`src/rtl/ind_add_pkg.sv`:
```
package ind_add_pkg;
  localparam int INSTR_W = 16;
  localparam int OPC_W   = 4;
  localparam int RNUM_W  = 3;
  localparam logic [OPC_W-1:0] OPC_ADD = 4'b0000;

  typedef struct packed {
    logic [OPC_W-1:0]  opc;
    logic              d_ind;
    logic [RNUM_W-1:0] d_reg;
    logic              a_ind;
    logic [RNUM_W-1:0] a_reg;
    logic              b_ind;
    logic [RNUM_W-1:0] b_reg;
  } instr_t;

  typedef enum logic [2:0] {
    ST_IDLE, ST_RDA, ST_LDA, ST_RDB, ST_LDB, ST_EXEC
  } state_t;
endpackage

```
`src/rtl/ind_add_regs.sv`:
```
module ind_add_regs #(
  parameter int DATA_W = 16,
  parameter int NREG   = 8,
  localparam int IDX_W = $clog2(NREG)
) (
  input  logic              clk,
  input  logic              rst_n,
  input  logic              we,
  input  logic [IDX_W-1:0]  widx,
  input  logic [DATA_W-1:0] wdata,
  input  logic [IDX_W-1:0]  ra_idx,
  input  logic [IDX_W-1:0]  rb_idx,
  input  logic [IDX_W-1:0]  rd_idx,
  input  logic [IDX_W-1:0]  rx_idx,
  output logic [DATA_W-1:0] ra,
  output logic [DATA_W-1:0] rb,
  output logic [DATA_W-1:0] rd,
  output logic [DATA_W-1:0] rx
);
  logic [DATA_W-1:0] q [NREG];

  for (genvar g = 0; g < NREG; g++) begin : g_reg
    always_ff @(posedge clk or negedge rst_n) begin
      if (!rst_n) q[g] <= '0;
      else if (we && widx == IDX_W'(g)) q[g] <= wdata;
    end
  end

  assign ra = q[ra_idx];
  assign rb = q[rb_idx];
  assign rd = q[rd_idx];
  assign rx = q[rx_idx];
endmodule

```
`src/rtl/ind_add_ctrl.sv`:
```
module ind_add_ctrl
  import ind_add_pkg::*;
(
  input  logic   clk,
  input  logic   rst_n,
  input  logic   start,
  input  logic   a_ind,
  input  logic   b_ind,
  output state_t state
);
  state_t nxt;

  always_comb begin
    nxt = state;
    unique case (state)
      ST_IDLE: if (start) nxt = a_ind ? ST_RDA : (b_ind ? ST_RDB : ST_EXEC);
      ST_RDA:  nxt = ST_LDA;
      ST_LDA:  nxt = b_ind ? ST_RDB : ST_EXEC;
      ST_RDB:  nxt = ST_LDB;
      ST_LDB:  nxt = ST_EXEC;
      ST_EXEC: nxt = ST_IDLE;
      default: nxt = ST_IDLE;
    endcase
  end

  always_ff @(posedge clk or negedge rst_n) begin
    if (!rst_n) state <= ST_IDLE;
    else        state <= nxt;
  end
endmodule

```
`src/rtl/ind_add_exec.sv`:
```
module ind_add_exec
  import ind_add_pkg::*;
#(
  parameter int DATA_W = 16,
  parameter int NREG   = 8,
  localparam int IDX_W = $clog2(NREG)
) (
  input  logic              clk,
  input  logic              rst_n,
  input  logic              instr_valid,
  input  logic [INSTR_W-1:0] instr,
  output logic              ready,
  output logic              done,
  output logic              illegal,
  output logic              mem_rd,
  output logic              mem_wr,
  output logic [DATA_W-1:0] mem_addr,
  output logic [DATA_W-1:0] mem_wdata,
  input  logic [DATA_W-1:0] mem_rdata,
  input  logic              cfg_we,
  input  logic [IDX_W-1:0]  cfg_idx,
  input  logic [DATA_W-1:0] cfg_wdata,
  input  logic [IDX_W-1:0]  dbg_idx,
  output logic [DATA_W-1:0] dbg_data
);
  function automatic logic [DATA_W-1:0] add_wrap(input logic [DATA_W-1:0] x,
                                                 input logic [DATA_W-1:0] y);
    return x + y;
  endfunction

  instr_t            in_w, cur;
  state_t            state;
  logic              accept, accept_add, accept_bad, commit_ev;
  logic              a_sel, b_sel;
  logic [DATA_W-1:0] op_a, op_b, sum;
  logic [DATA_W-1:0] rf_a, rf_b, rf_d;
  logic              rf_we;
  logic [IDX_W-1:0]  rf_widx;
  logic [DATA_W-1:0] rf_wdata;

  assign in_w       = instr_t'(instr);
  assign ready      = (state == ST_IDLE);
  assign accept     = instr_valid && ready;
  assign accept_add = accept && (in_w.opc == OPC_ADD);
  assign accept_bad = accept && (in_w.opc != OPC_ADD);
  assign commit_ev  = (state == ST_EXEC);
  assign a_sel      = ready ? in_w.a_ind : cur.a_ind;
  assign b_sel      = ready ? in_w.b_ind : cur.b_ind;

  ind_add_ctrl u_ctrl (
    .clk(clk), .rst_n(rst_n), .start(accept_add),
    .a_ind(a_sel), .b_ind(b_sel), .state(state)
  );

  assign rf_we    = (commit_ev && !cur.d_ind) || (cfg_we && ready);
  assign rf_widx  = commit_ev ? IDX_W'(cur.d_reg) : cfg_idx;
  assign rf_wdata = commit_ev ? sum : cfg_wdata;

  ind_add_regs #(.DATA_W(DATA_W), .NREG(NREG)) u_regs (
    .clk(clk), .rst_n(rst_n),
    .we(rf_we), .widx(rf_widx), .wdata(rf_wdata),
    .ra_idx(IDX_W'(ready ? in_w.a_reg : cur.a_reg)),
    .rb_idx(IDX_W'(ready ? in_w.b_reg : cur.b_reg)),
    .rd_idx(IDX_W'(cur.d_reg)),
    .rx_idx(dbg_idx),
    .ra(rf_a), .rb(rf_b), .rd(rf_d), .rx(dbg_data)
  );

  always_ff @(posedge clk or negedge rst_n) begin
    if (!rst_n) begin
      cur     <= '0;
      op_a    <= '0;
      op_b    <= '0;
      done    <= 1'b0;
      illegal <= 1'b0;
    end else begin
      done    <= commit_ev;
      illegal <= accept_bad;
      if (accept_add) begin
        cur  <= in_w;
        op_a <= rf_a;
        op_b <= rf_b;
      end
      if (state == ST_LDA) op_a <= mem_rdata;
      if (state == ST_LDB) op_b <= mem_rdata;
    end
  end

  assign sum       = add_wrap(op_a, op_b);
  assign mem_rd    = (state == ST_RDA) || (state == ST_RDB);
  assign mem_wr    = commit_ev && cur.d_ind;
  assign mem_wdata = sum;
  assign mem_addr  = (state == ST_RDB) ? rf_b : (commit_ev ? rf_d : rf_a);
endmodule

```
`config.mk`:
```
export PLATFORM = sky130hd
export DESIGN_NAME = ind_add_exec
export DESIGN_NICKNAME = d
export VERILOG_FILES = /design/src/rtl/ind_add_pkg.sv /design/src/rtl/ind_add_regs.sv /design/src/rtl/ind_add_ctrl.sv /design/src/rtl/ind_add_exec.sv
export SDC_FILE = /design/constraint.sdc
export NUM_CORES = 1
export LEC_CHECK = 0
export BUFFER_PORTS_ARGS = -buffer_cell sky130_fd_sc_hd__buf_2
export CORE_MARGIN = 10
export CORE_UTILIZATION = 50
export CTS_CLUSTER_SIZE = 40
export DETAILED_ROUTE_END_ITERATION = 7
export PLACE_DENSITY = 0.69
export SETUP_SLACK_MARGIN = 0.4
export SYNTH_ARGS = -nofsm -noshare
export SYNTH_HDL_FRONTEND = slang
export SYNTH_SLANG_ARGS = --single-unit
```
`constraint.sdc`:
```
create_clock -name clk -period 4.1 [get_ports clk]
set_clock_uncertainty 0.15 [all_clocks]
set_input_delay 0.41 -clock clk [delete_from_list [all_inputs] [get_ports clk]]
set_output_delay 0.41 -clock clk [all_outputs]
set_load 0.01 [all_outputs]
```
Word-level counts from Yosys, hierarchy flattened
Index checks and enable logic that the tools add are counted.

storage, ports and cells
  logic and storage cells = 92
  register bits = 177
  input port bits = 58
  output and inout port bits = 53

cells by class
  reduce and logical (&&, ||, !) cells = 23
  bitwise logic cells = 4
  mux-type cells = 28
  add/sub/neg operators = 1
  equal/unequal tests = 13
  $lt $le $gt $ge = 4

operators with widths
  cell                  count
  $mux W16              15
  $bmux W16 S3          4
  $eq A3 B3 Y1 const B  6
  $mux W3               6
  $add A16 B16 Y16      1
  $ge A4 B4 Y1 const B  4
  $not A3 Y4            4
  $pmux W3 S5           1
  $logic_and A1 B1 Y1   14
  $eq A3 B2 Y1 const B  4
  $eq A3 B1 Y1 const B  2
  $logic_not A3 Y1      2
  $logic_not A4 Y1      1
  $reduce_bool A2 Y1    2
  $reduce_bool A4 Y1    1
  $logic_or A1 B1 Y1    2
  $mux W1               2
  $ne A2 B1 Y1 const B  1
  $logic_not A1 Y1      1

Longest topological paths before layout
  word-level depth = 8
  depth in mapped cells = 10
  mapped depth without buffers = 8

Modules after synthesis
From an unflattened synthesis, not the netlist that was laid out.

unflattened totals
  cells, all modules = 944
  area total of the unflattened synthesis = 12743.5 um^2

by module, submodules not included
  module        area an instance (um^2)  seq. area each (um^2)  cells an instance  instances
  ind_add_regs  9146.3                   3203.1                 507                1
  ind_add_exec  3457.1                   1151.1                 424                1
  ind_add_ctrl  140.1                    75.1                   13                 1

Worst setup path after synthesis
Ideal clock, no wire load.

  path type = flip-flop to output port
  start = reg op_a[0]
  end = out mem_wdata[14]
  slack = 1288 ps
  cell stages (with the launch flop) = 9
  data arrival time = 2252 ps
  buffers on the path = 0
  required time = 3540 ps
  cells stage by stage = dfrtp_1 > ha_1 > fa_1 > a211o_1 > a21oi_1 > o21a_1 > o21ai_1 > a41oi_1 > xnor2_1

between the ends
  word-level cells in the longest chain between the ends = 1

ends and longest elaborated chain
  item                    RTL line            source
  from (decl)             ind_add_exec.sv:35  logic [DATA_W-1:0] op_a, op_b, sum;
  from (signal assigned)  ind_add_exec.sv:81  op_a <= rf_a;
  from (signal assigned)  ind_add_exec.sv:84  if (state == ST_LDA) op_a <= mem_rdata;
  $add A16 B16 Y16        ind_add_exec.sv:28  return x + y;
  to (decl)               ind_add_exec.sv:18  output logic [DATA_W-1:0] mem_wdata,

Every way passes these cells.

Final worst setup path
  start = reg u_ctrl.state[2]
  end = out mem_addr[10]

between the ends
  word-level cells in the longest chain between the ends = 8
  elaborated cells on any way between the ends = 15
  those cells by class = eq/ne: 2; mux: 10; bitwise: 2; reduce/logical: 1

ends and longest elaborated chain
  item                                         RTL line            source
  from (decl)                                  ind_add_ctrl.sv:9   output state_t state
  from (signal assigned)                       ind_add_ctrl.sv:28  else state <= nxt;
  $logic_not A3 Y1                             ind_add_exec.sv:42  assign ready = (state == ST_IDLE);
  $mux W3                                      ind_add_exec.sv:62  .ra_idx(IDX_W'(ready ? in_w.a_reg : cur.a_reg)),
  $not A3 Y4 (implied by the code)             ind_add_regs.sv:29  assign ra = q[ra_idx];
  $bmux W16 S3                                 ind_add_regs.sv:29
  $mux W16 (implied by the code) (2 in a row)  ind_add_regs.sv:29
  $mux W16                                     ind_add_exec.sv:93  assign mem_addr = (state == ST_RDB) ? rf_b : (commit_ev ? rf_d : rf_a);
  $mux W16 *                                   ind_add_exec.sv:93
  to (decl)                                    ind_add_exec.sv:17  output logic [DATA_W-1:0] mem_addr,

Mark *: on every way between the ends. The rest lies on a longest branch, timed or not. The select of a mux whose other input is x is not followed.

==> impl_metrics.yaml <==
layout:
  drive_gt1_share_pct: 34.2
  mostFrequentLayoutCell: "dfrtp_1"
  area_delta_synth_final_pct: 13.8
  layout.nets: 1231
  final_cell_mix: "dfrtp_1, buf_2, nand2_1"
  final_cells: 1489
  fin_util_pct: 58.3
  insertedDiodeCount: 0
  n_fill_cell: 1924
placed_design:
  dpl.hpwl_mm: 25.7
  place.gp.congestion: 0.967
  preCtsSetupSlack_ns: 0.770
  io_buffers: 110
  placed_cells: 1453
synthesis:
  synthFlopType: "dfrtp_1"
  syn_avg_cell_area_sq_um: 11.3
  async_flop_share_pct: 100
  yosysWarnings: 0
  synth-edff-count: 0
  ys_types: 61
  synth-seq-area-share_pct: 36.4
  ys_ff_latch: 176
  syn_area_sq_mm: 0.0121
  synthCells: 1070
  syn_nets: 1144
setup_path:
  cp_num_buf_inv: 2
  r2r_cells: 8
  startpoint_type: "flip-flop"
  r2r_end: "u_regs.q[99]$_DFFE_PN0P_"
  cp_max_fo: 32
  path_class: "reg2out"
  crit_family: "multiplexers"
  crit_slowest_cell: "mux2_8"
  critPathCaptureType: "primary output"
  cp_cell_sequence: "nor3_4, buf_6, mux2_8, mux4_2, mux2i_1, o22ai_1, buf_2"
  r2r-start: "u_ctrl.state[0]$_DFFE_PN0P_"
  cp.required_ns: 3.54
  rrSetupSlack_ns: 0.90
  crit_cells: 7
  max_stage_delay_ns: 0.52
  critPathArrivalTime_ns: 3.06
drt:
  wl_met1_mm: 15.2
  ant_nets: 0
  wl_met3_mm: 3.78
  wl_per_cell_um: 25.6
  route.met2.wl_mm: 18.2
  wl_mm: 38.2
  viasPerCell: 6.65
  dr_total_vias: 9901
  drc: 0
  dr.pass1.iters: 6
  drtIter0Drc: 1617
  highest_layer: "met4"
grt:
  antenna_found_initial: 0
  grt.overflow.total: 0
  grt_pass1_wl_mm: 58.8
  track_usage_pct: 24.4
  grt_pass1_vias: 9967
  grt_start_max_net_pins: 76
cts:
  cts_buffers: 17
  path_clk_slew_ns: 0.07
  clock_sinks: 176
  cts_tree: "yes"
  cts_max_path_buffers: 2
  root_buffer: "clkbuf_16"
  cts_max_level: 4
  clk_latency_ns: 0.44
die:
  design.core.area_sq_mm: 0.0236
  fp-row-count: 56
  start_util_pct: 51.2
  ioPinCount: 111
  dieArea_sq_mm: 0.0308
  die_w_um: 176
  die_h_um: 176
min_path:
  holdPathStages: 3
  hold_path_end: "cur[10]$_DFFE_PN0P_"
  worstHoldStart: "instr[10]"
  worst_hold_path_type: "in2reg"
timing:
  relSlewSlack_pct: 21.1
  hold_violations: 0
  worst_pin_slew_ns: 1.18
  slew_violations: 0
  timing.fmax_ghz: 0.277
  hold_ws_ns: 0.0156
  rsz0062_at_grt: "yes"
  worst_slack_ns: 0.485
  final.setup.tns_ns: 0
  setup_viol: 0
  finalCriticalPeriod_ns: 3.62
  post-route-period-util_pct: 88.2
outcome:
  outcome: "finished clean"
power:
  irDropWorstVdd_uv: 409
  p_sw_mw: 6.09
  p_leak_nw: 6.08
  switching_share_pct: 44.1
  pwr-share-seq_pct: 26.7
  clock_power_share_pct: 13.1
  intPower_mw: 7.72
  pwr-share-comb_pct: 60.2
  cellPowerDensity_mw_per_mm2: 1000
job:
  drv_cap: 0
[registers in the layout, summed over array words and instances, names as in the netlist]
signal / flops
u_ctrl.state: 3
done: 1
illegal: 1
u_regs.q: 128
op_b: 16
op_a: 16
cur: 11
[stage by stage]
| stage | total power, mW | area (sq um) |
|---|---|---|
| detailed placement | 11.6 | 13000 |
| global placement | 11.5 | 13000 |
| finish | 13.8 | 13800 |
| floorplan | 9.19 | 12100 |
| global route | 14.6 | 13800 |
| CTS | 13.6 | 13700 |
[power by group through the flow]
stage / sequential, mW / clock [mW] / combinational, mW
3_3_place_gp: 3.60 / 0 / 7.87
4_1_cts: 3.63 / 1.83 / 8.11
6_report: 3.68 / 1.81 / 8.31
5_1_grt: 3.79 / 1.91 / 8.92
3_5_place_dp: 3.65 / 0 / 7.99
2_1_floorplan: 3.20 / 0 / 5.99
[cell families (layout without fill, tap and decap cells)]
family | count (synthesis) | count (layout) | share of synthesized area, %
flops | 176 | 176 | 36.4
xor+xnor | 13 | 13 | 0.941
fa+ha+maj | 16 | 16 | 1.72
simple gates | 209 | 209 | 7.65
compound gates | 273 | 273 | 14.3
mux | 287 | 287 | 34.9
buf+inv | 96 | 196 | 4.10
[Yosys cell counts (2+ instances only)]
cell / number / area (sq um)
nor2_1: 48 / 180
a22oi_2: 2 / 25.0
mux2i_1: 97 / 971
mux4_1: 5 / 131
and2_1: 4 / 25.0
nand2_1: 102 / 383
inv_1: 6 / 22.5
mux2_2: 90 / 1010
mux4_2: 91 / 2050
mux2_4: 3 / 45.0
xor2_1: 4 / 35.0
a21oi_1: 61 / 305
a211o_1: 3 / 26.3
o21ai_0: 79 / 395
o21a_1: 4 / 30.0
o2111ai_1: 2 / 17.5
o21bai_1: 2 / 15.0
a21o_1: 5 / 37.5
o31ai_1: 6 / 45.0
ha_1: 15 / 188
dfrtp_1: 176 / 4400
a211oi_1: 3 / 22.5
buf_1: 4 / 15.0
nand3_1: 23 / 115
a22oi_1: 62 / 465
o22ai_1: 16 / 100
nor2_2: 7 / 43.8
xnor2_1: 9 / 78.8
nor3_1: 8 / 40.0
buf_4: 12 / 90.1
a31oi_1: 4 / 25.0
clkbuf_1: 36 / 135
nor3b_1: 4 / 30.0
o21ai_1: 4 / 20.0
o211ai_1: 5 / 37.5
buf_6: 7 / 78.8
nand2b_1: 4 / 25.0
nor2b_1: 2 / 12.5
buf_2: 30 / 150
a221oi_1: 4 / 35.0
[metal layers]
metal,GRT usage [%],up-vias
li1,-,4284
met1,31.0,4993
met2,39.1,543
met3,6.63,81
met4,9.47,0
met5,0,-
[worst max path at each step]
| stage | from | endpoint | slack [ns] |
|---|---|---|---|
| 3_3_place_gp | u_ctrl.state[2]$_DFFE_PN0P_ | mem_addr[0] | 0.85 |
| 4_1_cts | u_ctrl.state[2]$_DFFE_PN0P_ | mem_addr[6] | 0.40 |
| 5_1_grt | u_ctrl.state[2]$_DFFE_PN0P_ | mem_addr[12] | 0.38 |
| 6_report | u_ctrl.state[2]$_DFFE_PN0P_ | mem_addr[10] | 0.48 |
| 3_5_place_dp | u_ctrl.state[2]$_DFFE_PN0P_ | mem_addr[5] | 0.77 |
| 2_1_floorplan | op_a[0]$_DFFE_PN0P_ | mem_wdata[14] | 1.29 |
[what timing repair did]
action / in CTS / in global routing
gates resized for setup: 5 / 9
endpoints found under the hold margin: 46 / 0
endpoints found under the setup margin: 17 / 16
hold buffers: 1 / 0
gates cloned: 0 / 1
buffers inserted: 1 / 1
[worst register-to-register path: cells and delay by family, from the launching register on]
kind / cells / cell delay (ns)
simple gates: 3 / 1.09
flops: 1 / 0.56
compound gates: 2 / 0.26
buf+inv: 3 / 1.01
[cell type report]
class / count / area [sq um] / area share [%]
multi-input combinational: 798 / 7280 / 52.9
inverter: 7 / 26.3 / 0.191
tap: 319 / 399 / 2.90
timing repair buffer: 157 / 1000 / 7.29
sequential: 176 / 4410 / 32.0
clock buffer: 19 / 443 / 3.22
clock inverter: 13 / 209 / 1.52
(Power assumes the default switching activity.)
